[src/rtl/cas_sel_pkg.sv]
// Package: shared constants and types for the CAS signaling source selector.
// Assumes a 32-slot E1 frame and a 16-frame signaling multiframe.
package cas_sel_pkg;
    localparam int DATA_W   = 8;
    localparam int TS_W     = 5;
    localparam int FRM_W    = 4;
    localparam int NUM_SIG  = 1 << FRM_W;          // internal signaling registers
    localparam int NUM_CH   = 2 * NUM_SIG;         // voice channels carrying CAS
    localparam int NUM_MASK = NUM_CH / DATA_W;     // select mask registers
    localparam int ADDR_W   = 5;
    localparam int NIB_W    = DATA_W / 2;

    localparam logic [ADDR_W-1:0] ADDR_MASK0 = 5'h10;
    localparam logic [ADDR_W-1:0] ADDR_CTRL  = 5'h14;

    // Control bits: [0] source-select mode, [1] ts16 insertion, [2] hardware signaling.
    typedef struct packed {
        logic hw_en;
        logic ins_en;
        logic mode;
    } ctrl_t;
endpackage

[src/rtl/cas_reg_bank.sv]
// Module: write-only register bank holding the internal signaling bytes,
// the four raw select-mask registers and the control bits.
// Assumes single-cycle writes; there is no read path.
module cas_reg_bank
    import cas_sel_pkg::*;
(
    input  logic                               clk,
    input  logic                               rst_n,
    input  logic                               wr_en,
    input  logic [ADDR_W-1:0]                  wr_addr,
    input  logic [DATA_W-1:0]                  wr_data,
    output logic [NUM_SIG-1:0][DATA_W-1:0]     sig_regs,
    output logic [NUM_MASK-1:0][DATA_W-1:0]    mask_regs,
    output ctrl_t                              ctrl
);
    // Internal signaling registers, one per frame of the multiframe.
    for (genvar i = 0; i < NUM_SIG; i++) begin : g_sig
        always_ff @(posedge clk) begin
            if (!rst_n)
                sig_regs[i] <= '0;
            else if (wr_en && wr_addr == ADDR_W'(i))
                sig_regs[i] <= wr_data;
        end
    end

    // Raw select-mask registers as written; applied later at a multiframe start.
    for (genvar r = 0; r < NUM_MASK; r++) begin : g_mask
        always_ff @(posedge clk) begin
            if (!rst_n)
                mask_regs[r] <= '0;
            else if (wr_en && wr_addr == ADDR_MASK0 + ADDR_W'(r))
                mask_regs[r] <= wr_data;
        end
    end

    // Control bits, effective immediately.
    always_ff @(posedge clk) begin
        if (!rst_n)
            ctrl <= '0;
        else if (wr_en && wr_addr == ADDR_CTRL)
            ctrl <= ctrl_t'(wr_data[2:0]);
    end
endmodule

[src/rtl/cas_mask_unpack.sv]
// Module: reorders the interleaved mask registers into a per-channel select
// vector and holds the applied copy, reloaded only on a multiframe start.
// Assumes mask register r bit b maps to channel index 4r + b/2 + 16*(b%2).
module cas_mask_unpack
    import cas_sel_pkg::*;
(
    input  logic                               clk,
    input  logic                               rst_n,
    input  logic                               load,
    input  logic [NUM_MASK-1:0][DATA_W-1:0]    mask_regs,
    output logic [NUM_CH-1:0]                  act_sel
);
    localparam int PAIRS = DATA_W / 2;

    logic [NUM_CH-1:0] chan_sel;

    // Scatter each register bit to its channel position.
    for (genvar r = 0; r < NUM_MASK; r++) begin : g_reg
        for (genvar b = 0; b < DATA_W; b++) begin : g_bit
            localparam int CH = r * PAIRS + b / 2 + (b % 2) * NUM_SIG;
            assign chan_sel[CH] = mask_regs[r][b];
        end
    end

    // Applied mask, refreshed only at the multiframe boundary.
    always_ff @(posedge clk) begin
        if (!rst_n)
            act_sel <= '0;
        else if (load)
            act_sel <= chan_sel;
    end
endmodule

[src/rtl/cas_ser_capture.sv]
// Module: shifts in backplane signaling bits, first bit toward the MSB,
// keeping the most recent byte.
// Assumes the framer supplies eight bits before each timeslot-16 strobe.
module cas_ser_capture
    import cas_sel_pkg::*;
(
    input  logic              clk,
    input  logic              rst_n,
    input  logic              bit_vld,
    input  logic              bit_in,
    output logic [DATA_W-1:0] bp_byte
);
    // Shift register: oldest retained bit ends in the MSB.
    always_ff @(posedge clk) begin
        if (!rst_n)
            bp_byte <= '0;
        else if (bit_vld)
            bp_byte <= {bp_byte[DATA_W-2:0], bit_in};
    end
endmodule

[src/rtl/cas_ts16_mux.sv]
// Module: forms the timeslot-16 byte from backplane and internal nibbles
// using the applied per-channel select and control bits.
// Assumes fire is a single-cycle strobe at timeslot 16.
module cas_ts16_mux
    import cas_sel_pkg::*;
(
    input  logic                               clk,
    input  logic                               rst_n,
    input  logic                               fire,
    input  logic [FRM_W-1:0]                   frm_idx,
    input  ctrl_t                              ctrl,
    input  logic [NUM_CH-1:0]                  act_sel,
    input  logic [NUM_SIG-1:0][DATA_W-1:0]     sig_regs,
    input  logic [DATA_W-1:0]                  bp_byte,
    output logic [DATA_W-1:0]                  ts16_byte,
    output logic                               ts16_vld
);
    logic              use_int;
    logic              sel_hi;
    logic              sel_lo;
    logic [DATA_W-1:0] int_byte;
    logic [NIB_W-1:0]  nib_hi;
    logic [NIB_W-1:0]  nib_lo;

    // Per-nibble source choice for the current frame.
    always_comb begin
        use_int  = ctrl.mode & ctrl.ins_en & ctrl.hw_en;
        sel_hi   = use_int & act_sel[{1'b0, frm_idx}];
        sel_lo   = use_int & act_sel[{1'b1, frm_idx}];
        int_byte = sig_regs[frm_idx];
        nib_hi   = sel_hi ? int_byte[DATA_W-1:NIB_W] : bp_byte[DATA_W-1:NIB_W];
        nib_lo   = sel_lo ? int_byte[NIB_W-1:0]      : bp_byte[NIB_W-1:0];
    end

    // Output register, updated once per frame at timeslot 16.
    always_ff @(posedge clk) begin
        if (!rst_n) begin
            ts16_byte <= '0;
            ts16_vld  <= 1'b0;
        end else begin
            ts16_vld <= fire;
            if (fire)
                ts16_byte <= {nib_hi, nib_lo};
        end
    end
endmodule

[src/rtl/cas_sig_src_sel.sv]
// Module: top of the CAS signaling source selector. Registers, mask
// unpacking, backplane capture and the timeslot-16 multiplexer.
// Assumes ts_idx/frm_idx are valid whenever slot_stb is high.
module cas_sig_src_sel
    import cas_sel_pkg::*;
#(
    parameter int TS16_SLOT = 16
) (
    input  logic              clk,
    input  logic              rst_n,
    input  logic              wr_en,
    input  logic [4:0]        wr_addr,
    input  logic [7:0]        wr_data,
    input  logic              slot_stb,
    input  logic [4:0]        ts_idx,
    input  logic [3:0]        frm_idx,
    input  logic              bp_sig_vld,
    input  logic              bp_sig_bit,
    output logic [7:0]        ts16_byte,
    output logic              ts16_vld
);
    logic [NUM_SIG-1:0][DATA_W-1:0]  sig_regs;
    logic [NUM_MASK-1:0][DATA_W-1:0] mask_regs;
    ctrl_t                           ctrl_q;
    logic [NUM_CH-1:0]               act_sel;
    logic [DATA_W-1:0]               bp_byte;
    logic                            mf_start;
    logic                            fire;

    // Position decode: multiframe start and timeslot-16 strobe.
    always_comb begin
        mf_start = slot_stb && ts_idx == '0 && frm_idx == '0;
        fire     = slot_stb && ts_idx == TS_W'(TS16_SLOT);
    end

    cas_reg_bank u_regs (
        .clk       (clk),
        .rst_n     (rst_n),
        .wr_en     (wr_en),
        .wr_addr   (wr_addr),
        .wr_data   (wr_data),
        .sig_regs  (sig_regs),
        .mask_regs (mask_regs),
        .ctrl      (ctrl_q)
    );

    cas_mask_unpack u_mask (
        .clk       (clk),
        .rst_n     (rst_n),
        .load      (mf_start),
        .mask_regs (mask_regs),
        .act_sel   (act_sel)
    );

    cas_ser_capture u_cap (
        .clk     (clk),
        .rst_n   (rst_n),
        .bit_vld (bp_sig_vld),
        .bit_in  (bp_sig_bit),
        .bp_byte (bp_byte)
    );

    cas_ts16_mux u_mux (
        .clk       (clk),
        .rst_n     (rst_n),
        .fire      (fire),
        .frm_idx   (frm_idx),
        .ctrl      (ctrl_q),
        .act_sel   (act_sel),
        .sig_regs  (sig_regs),
        .bp_byte   (bp_byte),
        .ts16_byte (ts16_byte),
        .ts16_vld  (ts16_vld)
    );
endmodule

[config.mk]
export PLATFORM = sky130hd
export DESIGN_NAME = cas_sig_src_sel
export DESIGN_NICKNAME = d
export VERILOG_FILES = /design/src/rtl/cas_sel_pkg.sv /design/src/rtl/cas_reg_bank.sv /design/src/rtl/cas_mask_unpack.sv /design/src/rtl/cas_ser_capture.sv /design/src/rtl/cas_ts16_mux.sv /design/src/rtl/cas_sig_src_sel.sv
export SDC_FILE = /design/constraint.sdc
export NUM_CORES = 1
export LEC_CHECK = 0
export BUFFER_PORTS_ARGS = -buffer_cell sky130_fd_sc_hd__buf_4
export CORE_AREA = 5 5 141 210
export CTS_BUF_LIST = sky130_fd_sc_hd__clkbuf_4
export DETAILED_ROUTE_END_ITERATION = 12
export DIE_AREA = 0 0 146 215
export MAX_ROUTING_LAYER = met4
export PLACE_DENSITY = 0.56
export SKIP_CTS_REPAIR_TIMING = 1
export SLEW_MARGIN = 15
export SYNTH_ARGS = -nofsm -noshare
export SYNTH_HDL_FRONTEND = slang
export SYNTH_SLANG_ARGS = --single-unit
[constraint.sdc]
create_clock -name clk -period 2.9 [get_ports clk]
set_input_delay 0.58 -clock clk [delete_from_list [all_inputs] [get_ports clk]]
set_output_delay 0.58 -clock clk [all_outputs]
set_load 0.005 [all_outputs]
==> results of run 1 <==
-- sequential cells by signal, summed over array words and instances, names as in the netlist --
signal            cells
u_mux.ts16_vld        1
u_mux.ts16_byte       8
u_regs.sig_regs     128
u_mask.act_sel       32
u_cap.bp_byte         8
u_regs.ctrl           3
u_regs.mask_regs     32
-- final cells by class --
| type | count | area, um2 | share of cell area, % |
|---|---|---|---|
| multi-input combinational | 672 | 4531 | 43.71 |
| tap | 346 | 432.9 | 4.177 |
| sequential | 212 | 4244 | 40.95 |
| inverter | 1 | 8.758 | 0.08450 |
| clock buffer | 67 | 503.0 | 4.853 |
| antenna | 1 | 2.502 | 0.02414 |
| timing repair buffer | 65 | 550.5 | 5.311 |
| clock inverter | 17 | 92.59 | 0.8933 |
-- cell families (layout without fill, tap and decap cells) --
family | Yosys count | in the layout | synth area share (%)
buf+inv | 86 | 150 | 4.914
simple gates | 373 | 373 | 18.22
other cells | 0 | 1 | 0
flops | 212 | 212 | 46.04
mux | 169 | 169 | 22.94
compound gates | 130 | 130 | 7.887
-- per-stage QoR --
stage	std cells	utilization, %	power [mW]
after global routing	1381	37.44	5.869
after floorplan	970	-	3.244
after CTS	1380	37.43	5.722
final	1381	37.44	5.629
after detailed placement	1296	35.28	3.366
after global placement	1296	35.28	3.364
-- final timing paths --
path,from,end,slack (ns)
min reg2reg,u_regs.mask_regs[12],u_regs.mask_regs[12],0.45
max,u_mux.ts16_byte[6],ts16_byte[6],1.13
max reg2reg,u_regs.sig_regs[63],u_mux.ts16_byte[7],1.35
min,bp_sig_bit,u_cap.bp_byte[0],0.15
-- Yosys cell counts (all sizes together), types with 3 or more instances --
master and n:
nor2 118, dfxtp 212, mux2 6, and3 3, mux2i 133, nor3 3
a21oi 108, buf 42, nand3 104, nand2 118, a41oi 3, a22oi 3
nor2b 9, clkbuf 42, mux4 30, o211ai 6, nand4 9
-- power groups by stage --
stage          logic (mW)  clock network [mW]  registers (mW)
2_1_floorplan       0.243                   0            3.00
3_3_place_gp        0.359                   0            3.01
3_5_place_dp        0.360                   0            3.01
4_1_cts             0.361                2.42            2.94
5_1_grt             0.385                2.55            2.94
6_report            0.358                2.33            2.94
-- metal layers --
metal  vias up  track usage, %
li1       3492               -
met5         -               -
met2       166           29.07
met3        44           2.444
met4         0           7.031
met1      3489           18.22
-- worst reg2reg max path: cells and delay by family (launching register included) --
| family | cells | cell delay (ns) |
|---|---|---|
| flip-flops | 1 | 0.31 |
| multiplexers | 2 | 0.86 |
| AO/OA/AOI/OAI | 2 | 0.25 |
==> results.sh, run 1 <==
export IMPL_cp_slowest_cell="dfxtp_1"
export IMPL_place_congestion=0.8580
export IMPL_synth_main_ff_cell="dfxtp_1"
export IMPL_synth_area_leaders="dfxtp_1 (46%), mux2i_1 (14%), a21oi_1 (5.9%)"
export IMPL_path_clk_slew_ns=0.07
export IMPL_fin_nets=1030
export IMPL_worstPathCellList="buf_4"
export IMPL_cts_sinks=212
export IMPL_power_frac_comb_pct=6.4
export IMPL_final_common_cell="dfxtp_1"
export IMPL_crit_fanout=2
export IMPL_swShare_pct=25.36
export IMPL_ant_nets=0
export IMPL_max_freq_mhz=564.9
export IMPL_worst_ep_arrival_time_ns=1.19
export IMPL_switching_power_mw=1.427
export IMPL_tightest_slew_ns=1.002
export IMPL_hold_class="input pin to register"
export IMPL_end_kind="output port"
export IMPL_pre_cts_ws_ns=0.5766
export IMPL_via_count=7191
export IMPL_drtIter0Drc=436
export IMPL_drv_slew=0
export IMPL_dieArea_um2=31390
export IMPL_setup_viol=0
export IMPL_synth_seq_cells=212
export IMPL_wl_met1_um=10050
export IMPL_dieHeight_um=215
export IMPL_worst_setup_path_start_kind="register"
export IMPL_start_util_pct=33.30
export IMPL_synth_area_um2=9218
export IMPL_highest_layer="met4"
export IMPL_p_int_mw=4.201
export IMPL_clockBufferDepth=3
export IMPL_cp_depth=1
export IMPL_maxCapViolCount=0
export IMPL_core_um2=27680
export IMPL_cts_buffers=50
export IMPL_vias_per_cell=5.207
export IMPL_ys_async_sr_fraction_pct=0
export IMPL_critPathKind="register to output port"
export IMPL_drt_pass1_iterations=8
export IMPL_rows=75
export IMPL_whs_ns=0.1513
export IMPL_slowest_delay_ns=0.39
export IMPL_clkLatencyLatePin_ns=0.66
export IMPL_mostFrequentLayoutCells="dfxtp_1 (212), mux2i_1 (133), nand2_1 (118)"
export IMPL_syn_nets=998
export IMPL_yosysSeqAreaShare_pct=46.04
export IMPL_vdd_drop_max_mv=0.1865
export IMPL_crit_family="flip-flops"
export IMPL_power_density_nw_per_um2=543.0
export IMPL_nFillCells=2779
export IMPL_ctsHtreeMaxLevel=2
export IMPL_dp_final_hpwl_um=16680
export IMPL_min_path_cells=3
export IMPL_fin_tns_setup_ns=0
export IMPL_track_usage_pct=16.36
export IMPL_drc=0
export IMPL_slew_headroom_pct=33.23
export IMPL_layout_min_cycle_time_ns=1.770
export IMPL_antenna_found_initial=1
export IMPL_wl_per_cell_um=18.52
export IMPL_postPlaceCellArea_um2=9767
export IMPL_gr_total_overflow=0
export IMPL_cts_root_buf="clkbuf_4"
export IMPL_drive_above_1_share_pct=17.41
export IMPL_area_growth_synth_to_final_pct=12.45
export IMPL_final_area_um2=10360
export IMPL_power_leakage_nw=3.931
export IMPL_ios=37
export IMPL_synth_cell_types=39
export IMPL_grt_pass1_vias=7086
export IMPL_crit_buf_inv=1
export IMPL_wl_met3_um=1041
export IMPL_status="finished clean"
export IMPL_syn_avg_cell_area_um2=9.503
export IMPL_cts_tree="yes"
export IMPL_yosysTopAreaCell="dfxtp_1"
export IMPL_grt_pass1_wl_um=40010
export IMPL_p_clk_share_pct=41.4
export IMPL_synth_edf_count=0
export IMPL_wirelength_um=25580
export IMPL_postSynthCellCount=970
export IMPL_grt_max_degree=204
export IMPL_rsz0062_at_grt="no"
export IMPL_portBuffers=36
export IMPL_clock_skew_ns=0.01796
export IMPL_worstPathRequired_ns=2.32
export IMPL_dieWidth_um=146
export IMPL_hold_viol_final=0
export IMPL_synth_top_area_share_pct=46.04
export IMPL_yosys_warnings=0
export IMPL_reg2reg_depth=4
export IMPL_met2_length_um=13670
export IMPL_fin_crit_sh_pct=61.04
export IMPL_setup_ws_ns=1.130
export IMPL_p_seq_share_pct=52.2
No activity file was read; power rests on OpenSTA's default activity.
==> run 2: changes to the inputs <==
--- a/config.mk
+++ b/config.mk
@@ -11,7 +11,7 @@
 export DETAILED_ROUTE_END_ITERATION = 12
 export DIE_AREA = 0 0 146 215
 export MAX_ROUTING_LAYER = met4
-export PLACE_DENSITY = 0.56
+export PLACE_DENSITY = 0.57
 export SKIP_CTS_REPAIR_TIMING = 1
 export SLEW_MARGIN = 15
 export SYNTH_ARGS = -nofsm -noshare
==> constraint.sdc (replaced) <==
create_clock -name clk -period 1.52 [get_ports clk]
set_input_delay 0.304 -clock clk [delete_from_list [all_inputs] [get_ports clk]]
set_output_delay 0.304 -clock clk [all_outputs]
set_load 0.005 [all_outputs]
==> run 2 against run 1 <==
Compared with the run above: the flow now finishes with violations (negative setup slack); power is 95% higher; first-iteration DRC count down 13%; clock skew grew 0.00055 ns; register-to-register slack got worse by 1.4 ns; combinational power grew 130%; global-route usage up 1.1 points; hold slack got worse by 0.10 ns; via count up 3.0%; sequential power rose by 91%; critical path depth increased by 3; non-clock buffer count increased by 50; sequential cell count is the same; largest power group unchanged; highest routed layer unchanged.
==> results.sh, run 2 (same netlist as run 1, synthesis figures left out) <==
export IMPL_status="finished with violations"
export IMPL_violations="negative setup slack"
export IMPL_cts_sinks=212
export IMPL_power_leakage_nw=4.198
export IMPL_final_common_cell="dfxtp_1"
export IMPL_layout_min_cycle_time_ns=1.577
export IMPL_nFillCells=2772
export IMPL_setup_ws_ns=-0.05655
export IMPL_via_count=7408
export IMPL_rsz0062_at_grt="yes"
export IMPL_grt_max_degree=74
export IMPL_crit_fanout=2
export IMPL_hold_viol_final=0
export IMPL_clkLatencyLatePin_ns=0.67
export IMPL_ff2ff_setup_slack_ns=-0.06
export IMPL_whs_ns=0.04795
export IMPL_track_usage_pct=17.44
export IMPL_dieArea_um2=31390
export IMPL_grt_busiest_layer="met2"
export IMPL_drt_pass1_iterations=5
export IMPL_vdd_drop_max_mv=0.3580
export IMPL_max_freq_mhz=634.3
export IMPL_critPathKind="register to register"
export IMPL_path_clk_slew_ns=0.07
export IMPL_dieWidth_um=146
export IMPL_wl_per_cell_um=18.44
export IMPL_multi_input_area_um2=4598
export IMPL_dieHeight_um=215
export IMPL_met1_usage_pct=18.94
export IMPL_worst_setup_path_start_kind="register"
export IMPL_place_inst=1342
export IMPL_vias_per_cell=5.144
export IMPL_power_density_nw_per_um2=997.2
export IMPL_tightest_slew_ns=0.4849
export IMPL_drive_above_1_share_pct=24.34
export IMPL_reg2reg_from="u_regs.sig_regs[63]"
export IMPL_wirelength_um=26550
export IMPL_largest_register="u_regs.sig_regs"
export IMPL_mostFrequentLayoutCells="dfxtp_1 (203), mux2i_1 (132), nand2_1 (118)"
export IMPL_fin_tns_setup_ns=-0.05655
export IMPL_final_area_um2=11000
export IMPL_fin_cells=1440
export IMPL_largest_reg_flops=128
export IMPL_place_congestion=0.8714
export IMPL_maxCapViolCount=0
export IMPL_worst_ep_arrival_time_ns=2.13
export IMPL_area_growth_synth_to_final_pct=19.30
export IMPL_antenna_found_initial=1
export IMPL_slew_headroom_pct=67.24
export IMPL_pre_cts_ws_ns=-0.4036
export IMPL_fin_nets=1080
export IMPL_end_kind="register"
export IMPL_worstPathRequired_ns=2.08
export IMPL_clockBufferDepth=3
export IMPL_cts_buffers=50
export IMPL_rows=75
export IMPL_ant_nets=0
export IMPL_dp_final_hpwl_um=18230
export IMPL_fin_crit_sh_pct=103.7
export IMPL_cts_tree="yes"
export IMPL_ios=37
export IMPL_grt_pass1_wl_um=42080
export IMPL_postPlaceCellArea_um2=10260
export IMPL_min_path_cells=3
export IMPL_portBuffers=36
export IMPL_rr_endpoint="u_mux.ts16_byte[7]"
export IMPL_drc=0
export IMPL_hold_class="input pin to register"
export IMPL_cts_root_buf="clkbuf_4"
export IMPL_clock_skew_ns=0.01850
export IMPL_hp_start="wr_data[7]"
export IMPL_drtIter0Drc=379
export IMPL_grt_pass1_vias=7419
export IMPL_start_util_pct=33.30
export IMPL_setup_viol=1
export IMPL_use_met2_pct=29.73
export IMPL_met3_usage_pct=3.413
export IMPL_drv_slew=0
export IMPL_core_um2=27680
export IMPL_largest_registers="u_regs.sig_regs (128), u_mask.act_sel (32), u_regs.mask_regs (32)"
export IMPL_reg2reg_depth=4
export IMPL_gr_total_overflow=0
export IMPL_ctsHtreeMaxLevel=2
export IMPL_holdPathEnd="u_regs.sig_regs[87]"
export IMPL_seq_area_um2=4260
[run 2: worst max-delay path: stages (launching register included)]
cell and delay (ns):
dfxtp_2 0.32, mux4_4 0.63, mux2_4 0.30, a21oi_2 0.14, o21ai_1 0.07
[run 2: worst max path at each step]
stage                         from                 end  slack, ns
6_report       u_regs.sig_regs[63]  u_mux.ts16_byte[7]      -0.06
5_1_grt        u_regs.sig_regs[63]  u_mux.ts16_byte[7]      -0.12
4_1_cts         u_mux.ts16_byte[1]        ts16_byte[1]      -0.09
3_5_place_dp            frm_idx[0]  u_mux.ts16_byte[4]      -0.40
3_3_place_gp            frm_idx[0]  u_mux.ts16_byte[4]      -0.40
2_1_floorplan           frm_idx[0]  u_mux.ts16_byte[0]      -0.08
[run 2: through the flow]
stage | total power, mW | utilization [%]
detailed placement | 6.538 | 37.06
global route | 11.49 | 39.72
CTS | 11.15 | 39.38
finish | 10.97 | 39.72
global placement | 6.534 | 37.06
floorplan | 6.211 | -
[run 2: per-layer routing]
| metal | vias up | share of wire (%) |
|---|---|---|
| met2 | 198 | 51 |
| li1 | 3598 | - |
| met5 | - | 0 |
| met4 | 0 | 5.6 |
| met3 | 84 | 4.6 |
| met1 | 3528 | 39 |
[run 2: layout make-up]
type	count	area share [%]
Antenna cell	1	0.02276
Multi-Input combinational cell	672	41.81
Timing Repair Buffer	115	9.580
Inverter	1	0.07964
Clock inverter	16	0.5689
Tap cell	346	3.937
Clock buffer	77	5.257
Sequential cell	212	38.74
[run 2: where the power goes]
| group | switching [mW] | leakage [nW] | internal [mW] |
|---|---|---|---|
| logic | 0.502 | 2.10 | 0.307 |
| clock network | 2.24 | 0.384 | 2.31 |
| registers | 0.0216 | 1.71 | 5.58 |
